<file path="src/rtl/spc_pkg.sv">
package spc_pkg;

    localparam int WORD_W     = 32;
    localparam int BE_W       = WORD_W / 8;
    localparam int LINE_BEATS = 4;
    localparam int BEAT_W     = $clog2(LINE_BEATS);
    localparam int OFF_W      = BEAT_W + $clog2(BE_W);
    localparam int WAYS       = 4;
    localparam int WAY_W      = $clog2(WAYS);
    localparam int AGE_W      = WAYS * (WAYS - 1) / 2;

    typedef enum logic [1:0] {
        ST_IDLE,
        ST_FILL,
        ST_DONE
    } ctl_state_e;

    // Pair bit p for ways (i, j), i < j, is 1 when way i is older than way j.
    function automatic logic [AGE_W-1:0] age_touch(input logic [AGE_W-1:0] age,
                                                   input logic [WAY_W-1:0] way);
        logic [AGE_W-1:0] res;
        int p;
        res = age;
        p   = 0;
        for (int i = 0; i < WAYS - 1; i++) begin
            for (int j = i + 1; j < WAYS; j++) begin
                if (i == int'(way)) res[p] = 1'b0;
                else if (j == int'(way)) res[p] = 1'b1;
                p++;
            end
        end
        return res;
    endfunction

    function automatic logic [WAY_W-1:0] age_oldest(input logic [AGE_W-1:0] age);
        logic [WAY_W-1:0] res;
        logic             ok;
        int               p;
        res = '0;
        for (int w = 0; w < WAYS; w++) begin
            ok = 1'b1;
            p  = 0;
            for (int i = 0; i < WAYS - 1; i++) begin
                for (int j = i + 1; j < WAYS; j++) begin
                    if (i == w && !age[p]) ok = 1'b0;
                    if (j == w && age[p]) ok = 1'b0;
                    p++;
                end
            end
            if (ok) res = WAY_W'(w);
        end
        return res;
    endfunction

    function automatic logic [WORD_W-1:0] merge_bytes(input logic [WORD_W-1:0] base,
                                                      input logic [WORD_W-1:0] upd,
                                                      input logic [BE_W-1:0] be);
        logic [WORD_W-1:0] res;
        for (int b = 0; b < BE_W; b++)
            res[b*8 +: 8] = be[b] ? upd[b*8 +: 8] : base[b*8 +: 8];
        return res;
    endfunction

endpackage

</file>
<file path="src/rtl/spc_tag_store.sv">
module spc_tag_store
    import spc_pkg::*;
#(
    parameter  int SETS  = 4,
    parameter  int TAG_W = 10,
    localparam int SET_W = $clog2(SETS)
) (
    input  logic                       clk,
    input  logic                       rst_n,
    input  logic [SET_W-1:0]           rd_set,
    output logic [WAYS-1:0][TAG_W-1:0] rd_tag,
    output logic [WAYS-1:0]            rd_vld,
    output logic [WAYS-1:0]            rd_drt,
    output logic [AGE_W-1:0]           rd_age,
    input  logic                       upd_en,
    input  logic                       upd_alloc,
    input  logic                       upd_dirty,
    input  logic [SET_W-1:0]           upd_set,
    input  logic [WAY_W-1:0]           upd_way,
    input  logic [TAG_W-1:0]           upd_tag
);

    typedef struct packed {
        logic [WAYS-1:0][TAG_W-1:0] tag;
        logic [WAYS-1:0]            vld;
        logic [WAYS-1:0]            drt;
        logic [AGE_W-1:0]           age;
    } set_t;

    set_t sets_d [SETS];
    set_t sets_q [SETS];

    always_comb begin
        sets_d = sets_q;
        if (upd_en) begin
            sets_d[upd_set].age = age_touch(sets_q[upd_set].age, upd_way);
            if (upd_alloc) begin
                sets_d[upd_set].tag[upd_way] = upd_tag;
                sets_d[upd_set].vld[upd_way] = 1'b1;
            end
            if (upd_dirty) sets_d[upd_set].drt[upd_way] = 1'b1;
        end
    end

    always_ff @(posedge clk or negedge rst_n) begin
        if (!rst_n) sets_q <= '{default: '0};
        else        sets_q <= sets_d;
    end

    assign rd_tag = sets_q[rd_set].tag;
    assign rd_vld = sets_q[rd_set].vld;
    assign rd_drt = sets_q[rd_set].drt;
    assign rd_age = sets_q[rd_set].age;

endmodule

</file>
<file path="src/rtl/spc_fill_seq.sv">
module spc_fill_seq #(
    parameter  int BEATS = 4,
    localparam int IDX_W = $clog2(BEATS)
) (
    input  logic             clk,
    input  logic             rst_n,
    input  logic             start,
    input  logic [IDX_W-1:0] start_idx,
    input  logic             advance,
    output logic [IDX_W-1:0] cur_idx,
    output logic             first,
    output logic             last
);

    typedef struct packed {
        logic [IDX_W-1:0] base;
        logic [IDX_W-1:0] cnt;
    } seq_t;

    seq_t seq_d, seq_q;

    always_comb begin
        seq_d = seq_q;
        if (start) begin
            seq_d.base = start_idx;
            seq_d.cnt  = '0;
        end else if (advance) begin
            seq_d.cnt = seq_q.cnt + 1'b1;
        end
    end

    always_ff @(posedge clk or negedge rst_n) begin
        if (!rst_n) seq_q <= '0;
        else        seq_q <= seq_d;
    end

    assign cur_idx = seq_q.base + seq_q.cnt;
    assign first   = (seq_q.cnt == '0);
    assign last    = (seq_q.cnt == IDX_W'(BEATS - 1));

endmodule

</file>
<file path="src/rtl/store_policy_ctrl.sv">
module store_policy_ctrl
    import spc_pkg::*;
#(
    parameter  int ADDR_W = 16,
    parameter  int SETS   = 4,
    localparam int SET_W  = $clog2(SETS),
    localparam int TAG_W  = ADDR_W - OFF_W - SET_W
) (
    input  logic              clk,
    input  logic              rst_n,
    input  logic              wb_mode,
    input  logic              st_valid,
    input  logic [ADDR_W-1:0] st_addr,
    input  logic [WORD_W-1:0] st_wdata,
    input  logic [BE_W-1:0]   st_be,
    output logic              st_ready,
    output logic              arr_we,
    output logic [SET_W-1:0]  arr_set,
    output logic [WAY_W-1:0]  arr_way,
    output logic [BEAT_W-1:0] arr_word,
    output logic [BE_W-1:0]   arr_be,
    output logic [WORD_W-1:0] arr_wdata,
    output logic              ext_wr_valid,
    output logic [ADDR_W-1:0] ext_wr_addr,
    output logic [WORD_W-1:0] ext_wr_data,
    output logic [BE_W-1:0]   ext_wr_be,
    input  logic              ext_wr_ready,
    output logic              fill_valid,
    output logic [ADDR_W-1:0] fill_addr,
    input  logic              fill_ack,
    input  logic [WORD_W-1:0] fill_rdata,
    output logic              vbuf_push,
    output logic [ADDR_W-1:0] vbuf_addr,
    output logic [WAY_W-1:0]  vbuf_way,
    input  logic              vbuf_busy
);

    typedef struct packed {
        ctl_state_e        st;
        logic [TAG_W-1:0]  tag;
        logic [SET_W-1:0]  set;
        logic [WAY_W-1:0]  way;
        logic [WORD_W-1:0] data;
        logic [BE_W-1:0]   be;
    } ctl_t;

    ctl_t ctl_d, ctl_q;

    logic [SET_W-1:0]           in_set;
    logic [TAG_W-1:0]           in_tag;
    logic [BEAT_W-1:0]          in_word;
    logic [WAYS-1:0][TAG_W-1:0] rd_tag;
    logic [WAYS-1:0]            rd_vld, rd_drt;
    logic [AGE_W-1:0]           rd_age;
    logic                       hit;
    logic [WAY_W-1:0]           hit_way, vic_way;
    logic                       vic_dirty;
    logic                       upd_en, upd_alloc, upd_dirty;
    logic [SET_W-1:0]           upd_set;
    logic [WAY_W-1:0]           upd_way;
    logic [TAG_W-1:0]           upd_tag;
    logic                       seq_start, seq_adv, seq_first, seq_last;
    logic [BEAT_W-1:0]          seq_idx;
    logic                       unused_byte_bits;

    assign in_set           = st_addr[OFF_W +: SET_W];
    assign in_tag           = st_addr[ADDR_W-1 -: TAG_W];
    assign in_word          = st_addr[OFF_W-1 -: BEAT_W];
    assign unused_byte_bits = ^st_addr[OFF_W-BEAT_W-1:0];

    spc_tag_store #(.SETS(SETS), .TAG_W(TAG_W)) u_tags (
        .clk      (clk),
        .rst_n    (rst_n),
        .rd_set   (in_set),
        .rd_tag   (rd_tag),
        .rd_vld   (rd_vld),
        .rd_drt   (rd_drt),
        .rd_age   (rd_age),
        .upd_en   (upd_en),
        .upd_alloc(upd_alloc),
        .upd_dirty(upd_dirty),
        .upd_set  (upd_set),
        .upd_way  (upd_way),
        .upd_tag  (upd_tag)
    );

    spc_fill_seq #(.BEATS(LINE_BEATS)) u_seq (
        .clk      (clk),
        .rst_n    (rst_n),
        .start    (seq_start),
        .start_idx(in_word),
        .advance  (seq_adv),
        .cur_idx  (seq_idx),
        .first    (seq_first),
        .last     (seq_last)
    );

    always_comb begin
        hit     = 1'b0;
        hit_way = '0;
        for (int w = 0; w < WAYS; w++) begin
            if (rd_vld[w] && rd_tag[w] == in_tag) begin
                hit     = 1'b1;
                hit_way = WAY_W'(w);
            end
        end
        vic_way = age_oldest(rd_age);
        for (int w = WAYS - 1; w >= 0; w--)
            if (!rd_vld[w]) vic_way = WAY_W'(w);
        vic_dirty = rd_vld[vic_way] && rd_drt[vic_way];
    end

    always_comb begin
        ctl_d        = ctl_q;
        st_ready     = 1'b0;
        arr_we       = 1'b0;
        arr_set      = in_set;
        arr_way      = hit_way;
        arr_word     = in_word;
        arr_be       = st_be;
        arr_wdata    = st_wdata;
        ext_wr_valid = 1'b0;
        ext_wr_addr  = {st_addr[ADDR_W-1:OFF_W-BEAT_W], {(OFF_W-BEAT_W){1'b0}}};
        ext_wr_data  = st_wdata;
        ext_wr_be    = st_be;
        fill_valid   = 1'b0;
        fill_addr    = {ctl_q.tag, ctl_q.set, seq_idx, {(OFF_W-BEAT_W){1'b0}}};
        vbuf_push    = 1'b0;
        vbuf_addr    = {rd_tag[vic_way], in_set, {OFF_W{1'b0}}};
        vbuf_way     = vic_way;
        upd_en       = 1'b0;
        upd_alloc    = 1'b0;
        upd_dirty    = 1'b0;
        upd_set      = in_set;
        upd_way      = hit_way;
        upd_tag      = ctl_q.tag;
        seq_start    = 1'b0;
        seq_adv      = 1'b0;
        unique case (ctl_q.st)
            ST_IDLE: begin
                if (st_valid && wb_mode) begin
                    if (hit) begin
                        st_ready  = 1'b1;
                        arr_we    = 1'b1;
                        upd_en    = 1'b1;
                        upd_dirty = 1'b1;
                    end else if (!(vic_dirty && vbuf_busy)) begin
                        vbuf_push  = vic_dirty;
                        seq_start  = 1'b1;
                        ctl_d.st   = ST_FILL;
                        ctl_d.tag  = in_tag;
                        ctl_d.set  = in_set;
                        ctl_d.way  = vic_way;
                        ctl_d.data = st_wdata;
                        ctl_d.be   = st_be;
                    end
                end else if (st_valid) begin
                    ext_wr_valid = 1'b1;
                    if (ext_wr_ready) begin
                        st_ready = 1'b1;
                        arr_we   = hit;
                        upd_en   = hit;
                    end
                end
            end
            ST_FILL: begin
                fill_valid = 1'b1;
                arr_set    = ctl_q.set;
                arr_way    = ctl_q.way;
                arr_word   = seq_idx;
                arr_be     = '1;
                arr_wdata  = seq_first ? merge_bytes(fill_rdata, ctl_q.data, ctl_q.be)
                                       : fill_rdata;
                if (fill_ack) begin
                    arr_we  = 1'b1;
                    seq_adv = 1'b1;
                    if (seq_last) begin
                        upd_en    = 1'b1;
                        upd_alloc = 1'b1;
                        upd_dirty = 1'b1;
                        upd_set   = ctl_q.set;
                        upd_way   = ctl_q.way;
                        ctl_d.st  = ST_DONE;
                    end
                end
            end
            ST_DONE: begin
                st_ready = 1'b1;
                ctl_d.st = ST_IDLE;
            end
            default: ctl_d.st = ST_IDLE;
        endcase
    end

    always_ff @(posedge clk or negedge rst_n) begin
        if (!rst_n) ctl_q <= '{st: ST_IDLE, default: '0};
        else        ctl_q <= ctl_d;
    end

endmodule

</file>
<file path="config.mk">
export PLATFORM = sky130hd
export DESIGN_NAME = store_policy_ctrl
export DESIGN_NICKNAME = d
export VERILOG_FILES = /design/src/rtl/spc_pkg.sv /design/src/rtl/spc_tag_store.sv /design/src/rtl/spc_fill_seq.sv /design/src/rtl/store_policy_ctrl.sv
export SDC_FILE = /design/constraint.sdc
export NUM_CORES = 1
export LEC_CHECK = 0
export ABC_AREA = 1
export BUFFER_PORTS_ARGS = -buffer_cell sky130_fd_sc_hd__clkbuf_2
export CORE_MARGIN = 4
export CORE_UTILIZATION = 30
export DETAILED_ROUTE_END_ITERATION = 6
export GPL_ROUTABILITY_DRIVEN = 0
export SYNTH_ARGS = -nofsm -noshare
export SYNTH_HDL_FRONTEND = slang
export SYNTH_SLANG_ARGS = --single-unit
</file>
<file path="constraint.sdc">
create_clock -name clk -period 5.15 [get_ports clk]
set_input_delay 1.03 -clock clk [delete_from_list [all_inputs] [get_ports clk]]
set_output_delay 1.03 -clock clk [all_outputs]
set_load 0.02 [all_outputs]
</file>
-- Word level (Yosys, flattened, before mapping)
Cells that the tools add are included.
- register bits: 272
- input port bits: 91
- output and inout bits: 133
- logic and storage cells: 203
- add/sub/neg operators: 2
- $lt $le $gt $ge: 6
- eq/ne operators: 15
- muxes and demuxes: 125
- bitwise logic cells: 4
- reductions and logical operators: 15
- operators by type and width (kind ; number):
    $bwmux 216 ; 4
    $mux 216 ; 3
    $demux 54 s2 ; 4
    $bmux 54 s2 ; 2
    $mux 54 ; 3
    $mux 52 ; 3
    $mux 32 ; 2
    $mux 1 ; 61
    $mux 2 ; 21
    $eq 10x10->1 ; 4
    $mux 8 ; 4
    $mux 10 ; 3
    $bmux 10 s2 ; 1
    $demux 10 s2 ; 1
    $mux 6 ; 3
    $mux 14 ; 1
    $ne 2x2->1 const B ; 5
    $logic_and 1x1->1 ; 9
    $pmux 1 s2 ; 4
    $ge 3x3->1 const B ; 2
    $logic_not 2->1 ; 3
    $lt 2x3->1 const B ; 2
    $not 2->3 ; 2
    $reduce_and 5->1 ; 1
    other kinds (15) ; 19

-- Longest topological paths before layout
Gate-level depths: netlist of the first run.
- depth in word-level cells: 24
- mapped depth: 20
- depth with buffers taken out: 19

-- Hierarchy
A second synthesis of the first run with hierarchy kept.
- cell total of the unflattened synthesis: 1947
- area total of the unflattened synthesis: 14846.7 µm²
- by module, submodules not included (module ; times used ; cells an instance ; area an instance (µm²) ; seq. area each (µm²)):
    spc_tag_store ; 1 ; 1137 ; 9850.7 ; 5405.2
    store_policy_ctrl ; 1 ; 780 ; 4759.6 ; 1301.2
    spc_fill_seq ; 1 ; 30 ; 236.5 ; 100.1

-- Worst setup path after synthesis of the first run
Ideal clock, no wire load.
- path kind: input-to-output
- start point: in st_addr[5]
- end point: out vbuf_addr[10]
- arrival: 2917 ps
- required time: 4120 ps
- setup slack: 1203 ps
- stages on the path: 14
- path through: inv_1 buf_2 buf_2 a21oi_1 o21ai_0 nand2_1 nor2_1 nand2_1 nand4_1 nand2_1 nor2_1 clkbuf_1 o21ai_0 o22a_1
- elaborated cells on any way between the ends: 22
- those cells by class: mux (21); bitwise (1)
- RTL lines (item ; RTL line ; RTL):
    start, declared ; store_policy_ctrl.sv:13 ; input logic [ADDR_W-1:0] st_addr,
    $not 2->3 (not written as such) * ; spc_tag_store.sv:51, spc_tag_store.sv:53 ;
    $bmux 54 s2 * ; spc_tag_store.sv:51, spc_tag_store.sv:53 ;
    $mux 54 (not written as such) * ; spc_tag_store.sv:51 ; assign rd_vld = sets_q[rd_set].vld;
    $mux 54 (not written as such) * ; spc_tag_store.sv:53 ; assign rd_age = sets_q[rd_set].age;
    $mux 1 (2 in a row) ; spc_pkg.sv:46 ; if (j == w && age[p]) ok = 1'b0;
    $mux 1 ; spc_pkg.sv:45 ; if (i == w && !age[p]) ok = 1'b0;
    $mux 2 (2 in a row) ; spc_pkg.sv:50 ; if (ok) res = WAY_W'(w);
    $mux 2 (3 in a row) ; store_policy_ctrl.sv:109 ; if (!rd_vld[w]) vic_way = WAY_W'(w);
    $mux 2 * ; store_policy_ctrl.sv:109 ;
    via vbuf_way[1] ; store_policy_ctrl.sv:34 ; output logic [WAY_W-1:0] vbuf_way,
    $bmux 10 s2 * ; store_policy_ctrl.sv:129 ; vbuf_addr = {rd_tag[vic_way], in_set, {OFF_W{1'b0}}};
    $mux 10 (not written as such) * ; store_policy_ctrl.sv:129 ;
    end, declared ; store_policy_ctrl.sv:33 ; output logic [ADDR_W-1:0] vbuf_addr,
Mark *: on every way through the listed nets, which the timed path passes. The rest lies on a longest branch. The select of a mux whose other input is x is not followed.

-- Worst setup path in the final report of the first run
- start point: in st_addr[4]
- end point: out vbuf_addr[13]
- longest elaborated chain between the ends: 16
- elaborated cells on any way between the ends: 22
- those cells by class: mux (21); bitwise (1)
- RTL lines (item ; RTL line):
    $not 2->3 (not written as such) * ; spc_tag_store.sv:50, spc_tag_store.sv:51, spc_tag_store.sv:53
    $bmux 54 s2 * ; spc_tag_store.sv:50, spc_tag_store.sv:51, spc_tag_store.sv:53
    $mux 54 (not written as such) * ; spc_tag_store.sv:51
    $mux 54 (not written as such) * ; spc_tag_store.sv:53
    $mux 1 ; spc_pkg.sv:46
    $mux 1 (2 in a row) ; spc_pkg.sv:45
    $mux 1 ; spc_pkg.sv:50
    $mux 2 (2 in a row) ; spc_pkg.sv:50
    $mux 2 (4 in a row) ; store_policy_ctrl.sv:109
    $bmux 10 s2 * ; store_policy_ctrl.sv:129
    $mux 10 (not written as such) * ; store_policy_ctrl.sv:129
Mark *: on every way between the ends. The rest lies on a longest branch, timed or not. The select of a mux whose other input is x is not followed.

==> results.py, run 1 <==
metrics = {
    "status": {
        "outcome": "complete, no violations",
    },
    "clocking": {
        "cts_buffers": 30,
        "ctsResizeCount": 0,
        "clk_latency_ps": 600,
        "cts-root-buf": "clkbuf_16",
        "cts_buffer_depth": 3,
        "htree_num_levels": 1,
        "cts_tree": "built",
        "cts.clk_slew.worst_paths_ps": 60,
        "post_cts_buffers": 0,
        "cts.sinks": 272,
        "ctsHoldBuffers": 0,
    },
    "layout": {
        "stdcell_count": 3038,
        "final_core_util_pct": 34.4,
        "area_growth_pct": 13.0,
        "seqCellArea_mm2": 0.00681,
        "n_fill_cell": 5425,
        "final_net_count": 2431,
        "multi_input_area_mm2": 0.00735,
        "drive_gt1_share_pct": 13.4,
    },
    "power_and_ir_drop": {
        "cell_internal_pwr_mw": 4.41,
        "comb_power_share_pct": 36.2,
        "power_frac_seq_pct": 37.2,
        "p_sw_mw": 3.27,
        "p_leak_nw": 9.41,
        "pwr-share-clk_pct": 26.7,
        "powerDensity_mw_per_mm2": 433,
        "switching_share_pct": 42.6,
        "ir_drop_v": 0.000270,
    },
    "die": {
        "fp.dieH_um": 237,
        "core_mm2": 0.0515,
        "rows": 83,
        "start_util_pct": 30.5,
        "die-area_mm2": 0.0561,
        "die_w_um": 237,
        "ios": 224,
    },
    "global_routing": {
        "grt_max_degree": 128,
        "antenna_found_initial": 1,
        "first_global_vias": 15000,
        "grt_usage_pct": 19.5,
        "gr-total-overflow": 0,
        "grt_pass1_wl_um": 88300,
    },
    "place": {
        "port_buffers": 213,
        "placed_cells": 2985,
        "hpwlAfterDp_um": 38900,
    },
    "setup_path": {
        "rr_worst_depth": 11,
        "cpPeakStageDelay_ps": 410,
        "cp_common_cell": "nand2_1",
        "cp.arrival_ps": 3690,
        "end_kind": "output port",
        "slowest_stage": "inv_1",
        "crit_path_start_kind": "input port",
        "crit_chain": "buf_4, inv_2, buf_12, nand2_1, nand3_1, nand2_1, nand4_1, nand3_1, nand2_1, nand2_1, nand2_1, inv_1, a211oi_1, nor2_1, clkbuf_2",
        "cp.required_ps": 4120,
        "crit_fanout": 70,
        "worstSetupPathType": "in -> out",
    },
    "sta": {
        "rsz0062_at_grt": "false",
        "max_slew_margin_pct": 23.3,
        "finalSetupTns_ps": 0,
        "skew_ps": 36.8,
        "period_share_pct": 91.6,
        "slew_violations": 0,
        "fmax_mhz": 212,
        "hold_viol_final": 0,
        "setup_violations": 0,
        "tightest_slew_ps": 1150,
        "finalCriticalPeriod_ps": 4720,
        "fin_hold_ws_ps": 446,
    },
    "job": {
        "drv_cap": 0,
    },
    "min_path": {
        "min_path_cells": 2,
        "hp-class": "reg -> reg",
    },
    "logic_synthesis": {
        "yosysWarnings": 0,
        "synth.distinct_cells": 36,
        "ys_seq_area_share_pct": 43.4,
        "synth.cell_area_mm2": 0.0157,
        "avgSynthCellArea_um2": 6.92,
        "ys_seq_elements": 272,
        "synth_cells": 2269,
    },
    "route": {
        "vias": 16100,
        "ant_nets": 0,
        "drc_errors": 0,
        "finalWirelength_um": 57600,
        "firstDrtPassIters": 6,
        "viasPerCell": 5.29,
        "wire_per_inst_um": 19.0,
        "drt_iter0_drc": 2022,
    },
}
[power groups by stage]
stage / clock network, mW / logic (mW) / registers, mW
finish: 2.05 / 2.78 / 2.86
global route: 2.17 / 3.03 / 2.90
CTS: 2.09 / 2.78 / 2.85
detailed placement: 0 / 2.77 / 2.88
global placement: 0 / 2.73 / 2.87
floorplan: 0 / 1.94 / 2.70
[cell usage in the layout, fill, tap and decap left out, types with 8 or more instances in the layout]
cell type,Yosys,routed
nand2_1,944,942
nand3_1,372,372
dfrtp_1,272,272
clkbuf_2,0,211
nor2_1,116,115
inv_1,84,83
a21oi_1,82,82
nand4_1,67,67
o21ai_0,49,49
buf_4,84,41
clkbuf_16,0,30
clkbuf_1,78,11
conb_1,1,8
[registers in the layout, indices dropped and copies added (netlist names)]
register       cells
u_tags.sets_q    216
ctl_q             40
upd_tag           10
u_seq.seq_q        4
fill_addr          2
[routing by layer]
metal	part of all wire [%]	track usage, %
met5	0	0
met4	3.5	6.55
met3	9.7	3.21
met2	45	31.2
met1	42	26.9
[layout make-up]
cell class / count / share of cell area (%)
clock buffer: 46 / 4.85
timing repair buffer: 258 / 8.34
antenna: 1 / 0.0141
multi-input combinational: 1686 / 41.4
sequential: 272 / 38.4
clock inverter: 6 / 0.310
inverter: 89 / 1.88
tap: 680 / 4.80
[Yosys cell counts]
cell type | n | area [µm²]
ha_1 | 3 | 37.5
nand4_2 | 1 | 12.5
xor2_1 | 5 | 43.8
clkinv_1 | 2 | 7.51
buf_4 | 84 | 631
nand4_1 | 67 | 419
buf_2 | 60 | 300
inv_1 | 84 | 315
nand2_2 | 2 | 12.5
o21ai_0 | 49 | 245
and3b_1 | 1 | 8.76
a21oi_1 | 82 | 410
or2_2 | 4 | 25.0
nand3b_1 | 2 | 15.0
conb_1 | 1 | 3.75
dfrtp_1 | 272 | 6810
buf_1 | 7 | 26.3
a31oi_1 | 4 | 25.0
a22oi_1 | 3 | 22.5
o22a_1 | 7 | 61.3
a221oi_1 | 1 | 8.76
nand2_1 | 944 | 3540
o211ai_1 | 1 | 7.51
clkbuf_1 | 78 | 293
o22ai_1 | 1 | 6.26
o2111ai_1 | 1 | 8.76
o221ai_1 | 2 | 17.5
nor2_1 | 116 | 435
nor2_4 | 1 | 11.3
o21ai_1 | 2 | 10.0
inv_2 | 3 | 11.3
a211oi_1 | 2 | 15.0
nor3_1 | 3 | 15.0
nor3_4 | 1 | 16.3
nand3_1 | 372 | 1860
xnor2_1 | 1 | 8.76
[critical path: cells and delay by family]
| family | cells | cell delay, ps |
|---|---|---|
| and+or+nand+nor | 9 | 1210 |
| AOI/OAI and AO/OA | 1 | 180 |
| buffers and inverters | 5 | 1130 |
[final timing paths]
path	end	start	slack [ps]
worst max-delay path	vbuf_addr[13]	st_addr[4]	430
worst min-delay path	u_tags.sets_q[172]	u_tags.sets_q[172]	450
worst max register to register	u_tags.sets_q[208]	u_seq.seq_q[0]	1530
worst min register to register	u_tags.sets_q[172]	u_tags.sets_q[172]	450
max in group asynchronous	ctl_q[14]	rst_n	3450
min in group asynchronous	u_tags.sets_q[158]	rst_n	520
[through the flow]
step | setup slack (ps) | instance area (µm²) | total power [mW]
2_1_floorplan | 1200 | 15700 | 4.63
3_3_place_gp | 586 | 16800 | 5.60
3_5_place_dp | 608 | 16800 | 5.65
4_1_cts | 596 | 17700 | 7.72
5_1_grt | 308 | 17700 | 8.11
6_report | 431 | 17700 | 7.68
[cells by family after synthesis]
family	after synthesis	synth area share [%]
xor gates and xnor gates	6	0.335
adders and majority gates	3	0.239
AOI/OAI and AO/OA	155	5.34
other	1	0.0239
DFF	272	43.4
and+or+nand+nor	1514	40.6
buffers and inverters	318	10.1
Note: power is estimated with default switching activity, not from simulation.
==> run 2, diff against run 1 <==
--- a/config.mk
+++ b/config.mk
@@ -5,7 +5,7 @@
 export SDC_FILE = /design/constraint.sdc
 export NUM_CORES = 1
 export LEC_CHECK = 0
-export ABC_AREA = 1
+export ABC_AREA = 0
 export BUFFER_PORTS_ARGS = -buffer_cell sky130_fd_sc_hd__clkbuf_2
 export CORE_MARGIN = 4
 export CORE_UTILIZATION = 30
==> results.py, run 2 <==
metrics = {
    "sta": {
        "finalSetupTns_ps": 0,
        "slew_violations": 0,
        "hold_viol_final": 0,
        "tightest_slew_ps": 1320,
        "rsz0062_at_grt": "false",
        "max_slew_margin_pct": 11.8,
        "fmax_mhz": 203,
        "finalCriticalPeriod_ps": 4930,
        "period_share_pct": 95.8,
        "skew_ps": 12.7,
        "setup_violations": 0,
    },
    "die": {
        "die_w_um": 228,
        "start_util_pct": 30.4,
        "rows": 80,
        "fp.dieH_um": 228,
        "core_mm2": 0.0477,
        "ios": 224,
        "die-area_mm2": 0.0519,
    },
    "setup_path": {
        "slowest_stage": "mux4_2",
        "cp.required_ps": 4120,
        "crit_path_start_kind": "input port",
        "crit_chain": "buf_6, buf_4, mux4_2, xnor2_1, nand3_1, nor3_1, buf_4, nor4_4, nand2_1, nor4_1, buf_4, clkbuf_2",
        "crit_fanout": 19,
        "cp_common_cell": "buf_4",
        "cp.arrival_ps": 3900,
        "worstSetupPathType": "in -> out",
        "end_kind": "output port",
        "cpPeakStageDelay_ps": 570,
    },
    "power_and_ir_drop": {
        "comb_power_share_pct": 32.8,
        "p_leak_nw": 8.21,
        "p_sw_mw": 2.90,
        "pwr-share-clk_pct": 29.0,
        "switching_share_pct": 36.4,
        "cell_internal_pwr_mw": 5.06,
        "ir_drop_v": 0.000357,
        "power_frac_seq_pct": 38.2,
        "powerDensity_mw_per_mm2": 466,
    },
    "logic_synthesis": {
        "synth_top_area_share_pct": 47.0,
        "yosysWarnings": 0,
        "synth-simple-area-share_pct": 6.36,
        "yosysMostFrequentCell": "dfrtp_1",
        "async_flop_share_pct": 100,
        "avgSynthCellArea_um2": 12.8,
        "synth_cells": 1128,
        "synth-edff-count": 0,
        "ys_seq_elements": 272,
        "synth.distinct_cells": 57,
        "synth_top_area_cell": "dfrtp_1",
        "synth-compound-area-share_pct": 4.81,
        "ys_seq_area_share_pct": 47.0,
        "synth_ff_type": "dfrtp_1",
        "synth_top_family_by_area": "multiplexers",
        "synth_area_leaders": "dfrtp_1 47%, mux2_2 15%, mux4_2 8.7%",
        "synth_commonest_cells": "272 x dfrtp_1, 193 x mux2_2, 76 x buf_4",
        "yosys-mux-area-fraction_pct": 32.5,
        "synth.cell_area_mm2": 0.0145,
        "synth_adder_area_share_pct": 0.328,
        "synth_xor_area_share_pct": 2.78,
    },
    "clocking": {
        "cts_buffers": 31,
        "cts-root-buf": "clkbuf_16",
        "clk_latency_ps": 580,
        "cts.sinks": 272,
        "cts_tree": "built",
        "cts.clk_slew.worst_paths_ps": 60,
        "cts_buffer_depth": 3,
        "htree_num_levels": 1,
    },
    "global_routing": {
        "grt_pass1_wl_um": 60700,
        "gr-total-overflow": 0,
        "first_global_vias": 9847,
        "antenna_found_initial": 0,
        "grt_max_degree": 115,
        "grt_usage_pct": 14.7,
    },
    "layout": {
        "regMostFlops": "u_tags.sets_q",
        "drive_gt1_share_pct": 46.1,
        "layout_common_cells": "272 x dfrtp_1, 210 x clkbuf_2, 193 x mux2_2",
        "n_antenna_cell": 0,
        "largest_register_ffs": 216,
        "final_common_cell": "dfrtp_1",
        "n_fill_cell": 4669,
        "stdcell_count": 1920,
        "area_growth_pct": 17.7,
        "final_core_util_pct": 35.7,
        "final_net_count": 1374,
    },
    "place": {
        "port_buffers": 213,
        "placed_cells": 1862,
        "hpwlAfterDp_um": 28300,
    },
    "route": {
        "firstDrtPassIters": 5,
        "drt_iter0_drc": 609,
        "viasPerCell": 5.01,
        "drc_errors": 0,
        "ant_nets": 0,
        "finalWirelength_um": 39100,
        "wire_per_inst_um": 20.4,
        "vias": 9627,
    },
    "min_path": {
        "hp-class": "reg -> reg",
    },
    "job": {
        "drv_cap": 0,
    },
    "status": {
        "outcome": "complete, no violations",
    },
}
## run 2: critical path: cells and delay by family
family,cells,cell delay (ps)
and+or+nand+nor,5,1040
muxes,1,570
buffers and inverters,5,1020
xor gates and xnor gates,1,230
## run 2: per-layer routing
layer | wire [µm] | GRT usage [%] | vias up
met3 | 2390 | 3.54 | 58
met1 | 17900 | 20.6 | 4955
met2 | 17900 | 22.9 | 287
met5 | 0 | 0 | -
li1 | - | - | 4327
met4 | 958 | 3.60 | 0
## run 2: repair_timing
| item | 4_1_cts | 5_1_grt |
|---|---|---|
| hold buffers | 0 | 0 |
| pin swaps | 0 | 1 |
| endpoints found under the setup margin | 1 | 6 |
| gates resized for setup | 1 | 4 |
| setup buffers | 0 | 0 |
| cloned | 0 | 0 |
## run 2: logic make-up (layout without fill, tap and decap cells)
family                   Yosys count  count (layout)
other                              1               8
flip-flops                       272             272
AO/OA/AOI/OAI                     98              98
XOR/XNOR                          46              46
adder cells (fa/ha/maj)            4               4
buffers and inverters            154             324
AND/OR/NAND/NOR                  182             182
multiplexers                     371             371
## run 2: per-stage QoR
| step | cell area (µm²) | power, mW | setup WS, ps | hold slack [ps] |
|---|---|---|---|---|
| 3_3_place_gp | 16000 | 5.65 | 62.2 | 434 |
| 2_1_floorplan | 14500 | 4.81 | 447 | 423 |
| 3_5_place_dp | 16000 | 5.72 | -15.4 | 440 |
| 4_1_cts | 17000 | 8.05 | 97.5 | 454 |
| 5_1_grt | 17100 | 8.40 | 3.81 | 464 |
| 6_report | 17100 | 7.96 | 218 | 452 |
## run 2: final timing paths
| path | start | end | slack (ps) | cells after the start |
|---|---|---|---|---|
| worst max-delay path | st_addr[4] | vbuf_push | 220 | 12 |
| worst min-delay path | u_tags.sets_q[6] | u_tags.sets_q[6] | 450 | 1 |
| worst max register to register | u_tags.sets_q[40] | u_tags.sets_q[197] | 1510 | 8 |
| worst min register to register | u_tags.sets_q[6] | u_tags.sets_q[6] | 450 | 1 |
| max in group asynchronous | rst_n | u_tags.sets_q[1] | 3350 | 2 |
| min in group asynchronous | rst_n | u_tags.sets_q[76] | 500 | 1 |
## run 2: power groups by stage
stage	combinational (mW)	sequential [mW]	clock, mW
final	2.61	3.04	2.31
after floorplan	1.94	2.87	0
after global placement	2.60	3.05	0
after global routing	2.83	3.11	2.46
after CTS	2.65	3.04	2.36
after detailed placement	2.64	3.08	0
## run 2: cell type report
cell class	instances	area (µm²)	area share (%)
multi-input combinational	709	6870	40.3
sequential	272	6810	39.9
timing repair buffer	256	1510	8.82
clock buffer	39	846	4.96
tap	615	769	4.51
clock inverter	19	224	1.31
inverter	10	37.5	0.220
==> run 3, diff against run 2 <==
--- a/config.mk
+++ b/config.mk
@@ -6,11 +6,12 @@
 export NUM_CORES = 1
 export LEC_CHECK = 0
 export ABC_AREA = 0
-export BUFFER_PORTS_ARGS = -buffer_cell sky130_fd_sc_hd__clkbuf_2
 export CORE_MARGIN = 4
 export CORE_UTILIZATION = 30
 export DETAILED_ROUTE_END_ITERATION = 6
+export DONT_BUFFER_PORTS = 1
 export GPL_ROUTABILITY_DRIVEN = 0
+export REMOVE_ABC_BUFFERS = 1
 export SYNTH_ARGS = -nofsm -noshare
 export SYNTH_HDL_FRONTEND = slang
 export SYNTH_SLANG_ARGS = --single-unit
==> results.py, run 3 (synthesis gave the netlist of run 2 again) <==
metrics = {
    "layout": {
        "drive_gt1_share_pct": 34.7,
        "n_antenna_cell": 0,
        "area_growth_pct": 9.18,
        "layout_common_cells": "272 x dfrtp_1, 193 x mux2_2, 75 x nand2_1, 75 x mux2i_1, 56 x mux4_2",
        "n_fill_cell": 4705,
        "regMostFlops": "u_tags.sets_q",
        "largest_register_ffs": 216,
        "final_common_cell": "dfrtp_1",
        "final_core_util_pct": 33.1,
        "final_net_count": 1158,
    },
    "sta": {
        "period_share_pct": 91.1,
        "max_slew_margin_pct": 22.8,
        "skew_ps": 11.3,
        "setup_ws_ps": 458,
        "finalCriticalPeriod_ps": 4690,
        "finalSetupTns_ps": 0,
        "setup_violations": 0,
        "rsz0062_at_grt": "false",
        "fmax_mhz": 213,
        "slew_violations": 0,
        "hold_viol_final": 0,
        "tightest_slew_ps": 1150,
        "fin_hold_ws_ps": 161,
    },
    "clocking": {
        "htree_num_levels": 1,
        "cts-root-buf": "clkbuf_16",
        "cts_tree": "built",
        "cts.sinks": 272,
        "cts.clk_slew.worst_paths_ps": 50,
        "cts_buffer_depth": 3,
        "post_cts_buffers": 0,
        "clk_latency_ps": 580,
        "ctsResizeCount": 0,
        "cts_buffers": 31,
        "ctsHoldBuffers": 0,
    },
    "die": {
        "die-area_mm2": 0.0519,
        "ios": 224,
        "fp.dieH_um": 228,
        "die_w_um": 228,
        "rows": 80,
        "start_util_pct": 30.4,
        "core_mm2": 0.0477,
    },
    "power_and_ir_drop": {
        "powerDensity_mw_per_mm2": 471,
        "ir_drop_v": 0.000356,
        "p_leak_nw": 7.25,
        "power_mw": 7.45,
    },
    "route": {
        "viasPerCell": 5.22,
        "wire_per_inst_um": 22.0,
        "drc_errors": 0,
        "drt_iter0_drc": 587,
        "ant_nets": 0,
        "vias": 8882,
        "finalWirelength_um": 37400,
        "firstDrtPassIters": 5,
    },
    "min_path": {
        "hp-class": "in -> async",
    },
    "global_routing": {
        "grt_pass1_wl_um": 57500,
        "grt_usage_pct": 14.0,
        "first_global_vias": 9153,
        "antenna_found_initial": 1,
        "grt_max_degree": 273,
        "gr-total-overflow": 0,
    },
    "setup_path": {
        "worstSetupPathType": "in -> out",
        "end_kind": "output port",
        "cp.arrival_ps": 3660,
        "cpPeakStageDelay_ps": 580,
        "slowest_stage": "nor4_1",
        "cp_common_cell": "buf_4",
        "crit_fanout": 68,
        "crit_chain": "mux2i_1, mux2_1, o2111ai_1, nor4_2, buf_4, nor4_4, nand2_1, nor4_1, buf_4, buf_4",
        "crit_path_start_kind": "input port",
        "cp.required_ps": 4120,
    },
    "status": {
        "outcome": "complete, no violations",
    },
    "job": {
        "drv_cap": 0,
    },
    "place": {
        "port_buffers": 0,
        "hpwlAfterDp_um": 25600,
        "dp_slack_ps": 519,
    },
}
run 3: final cells by class:
class | count | area (µm²) | area share [%]
clock buffers | 43 | 861 | 5.44
multi-input cells | 709 | 6850 | 43.3
flip-flops and latches | 272 | 6810 | 43.0
repair buffers | 40 | 313 | 1.98
inverters | 10 | 37.5 | 0.237
clock inverters | 14 | 180 | 1.14
well taps | 615 | 769 | 4.86
run 3: routing by layer:
| metal | track usage (%) | wire [µm] |
|---|---|---|
| met3 | 4.02 | 2920 |
| met4 | 3.67 | 1020 |
| met2 | 21.3 | 16600 |
| met1 | 19.6 | 16900 |
| met5 | 0 | 11 |
run 3: through the flow:
step / instance area (µm²) / std cells
global placement: 14800 / 1646
floorplan: 13700 / 991
global route: 15800 / 1703
CTS: 15800 / 1703
detailed placement: 14800 / 1646
finish: 15800 / 1703
run 3: critical path: cells and delay by family:
kind                   cells  cell delay, ps
multiplexers               2             730
AND/OR/NAND/NOR            4            1090
AO/OA/AOI/OAI              1             240
buffers and inverters      3             510
run 3: worst paths after layout:
path / startpoint / end / slack [ps] / cells after the start
setup reg to reg: u_seq.seq_q[1] / u_tags.sets_q[23] / 1580 / 6
hold reg to reg: u_tags.sets_q[61] / u_tags.sets_q[61] / 450 / 1
max in group asynchronous: rst_n / ctl_q[15] / 4260 / 0
hold / removal: rst_n / u_tags.sets_q[70] / 160 / 0
min in group clk: u_tags.sets_q[61] / u_tags.sets_q[61] / 450 / 1
setup / recovery: st_addr[4] / vbuf_push / 460 / 10
run 3: report_power, final:
group	leakage [nW]	total [mW]	switching, mW	internal, mW
Clock	0.513	2.26	0.893	1.36
Sequential	3.65	3.14	0.526	2.61
Combinational	3.09	2.06	1.20	0.853
Total	7.25	7.45	2.62	4.83
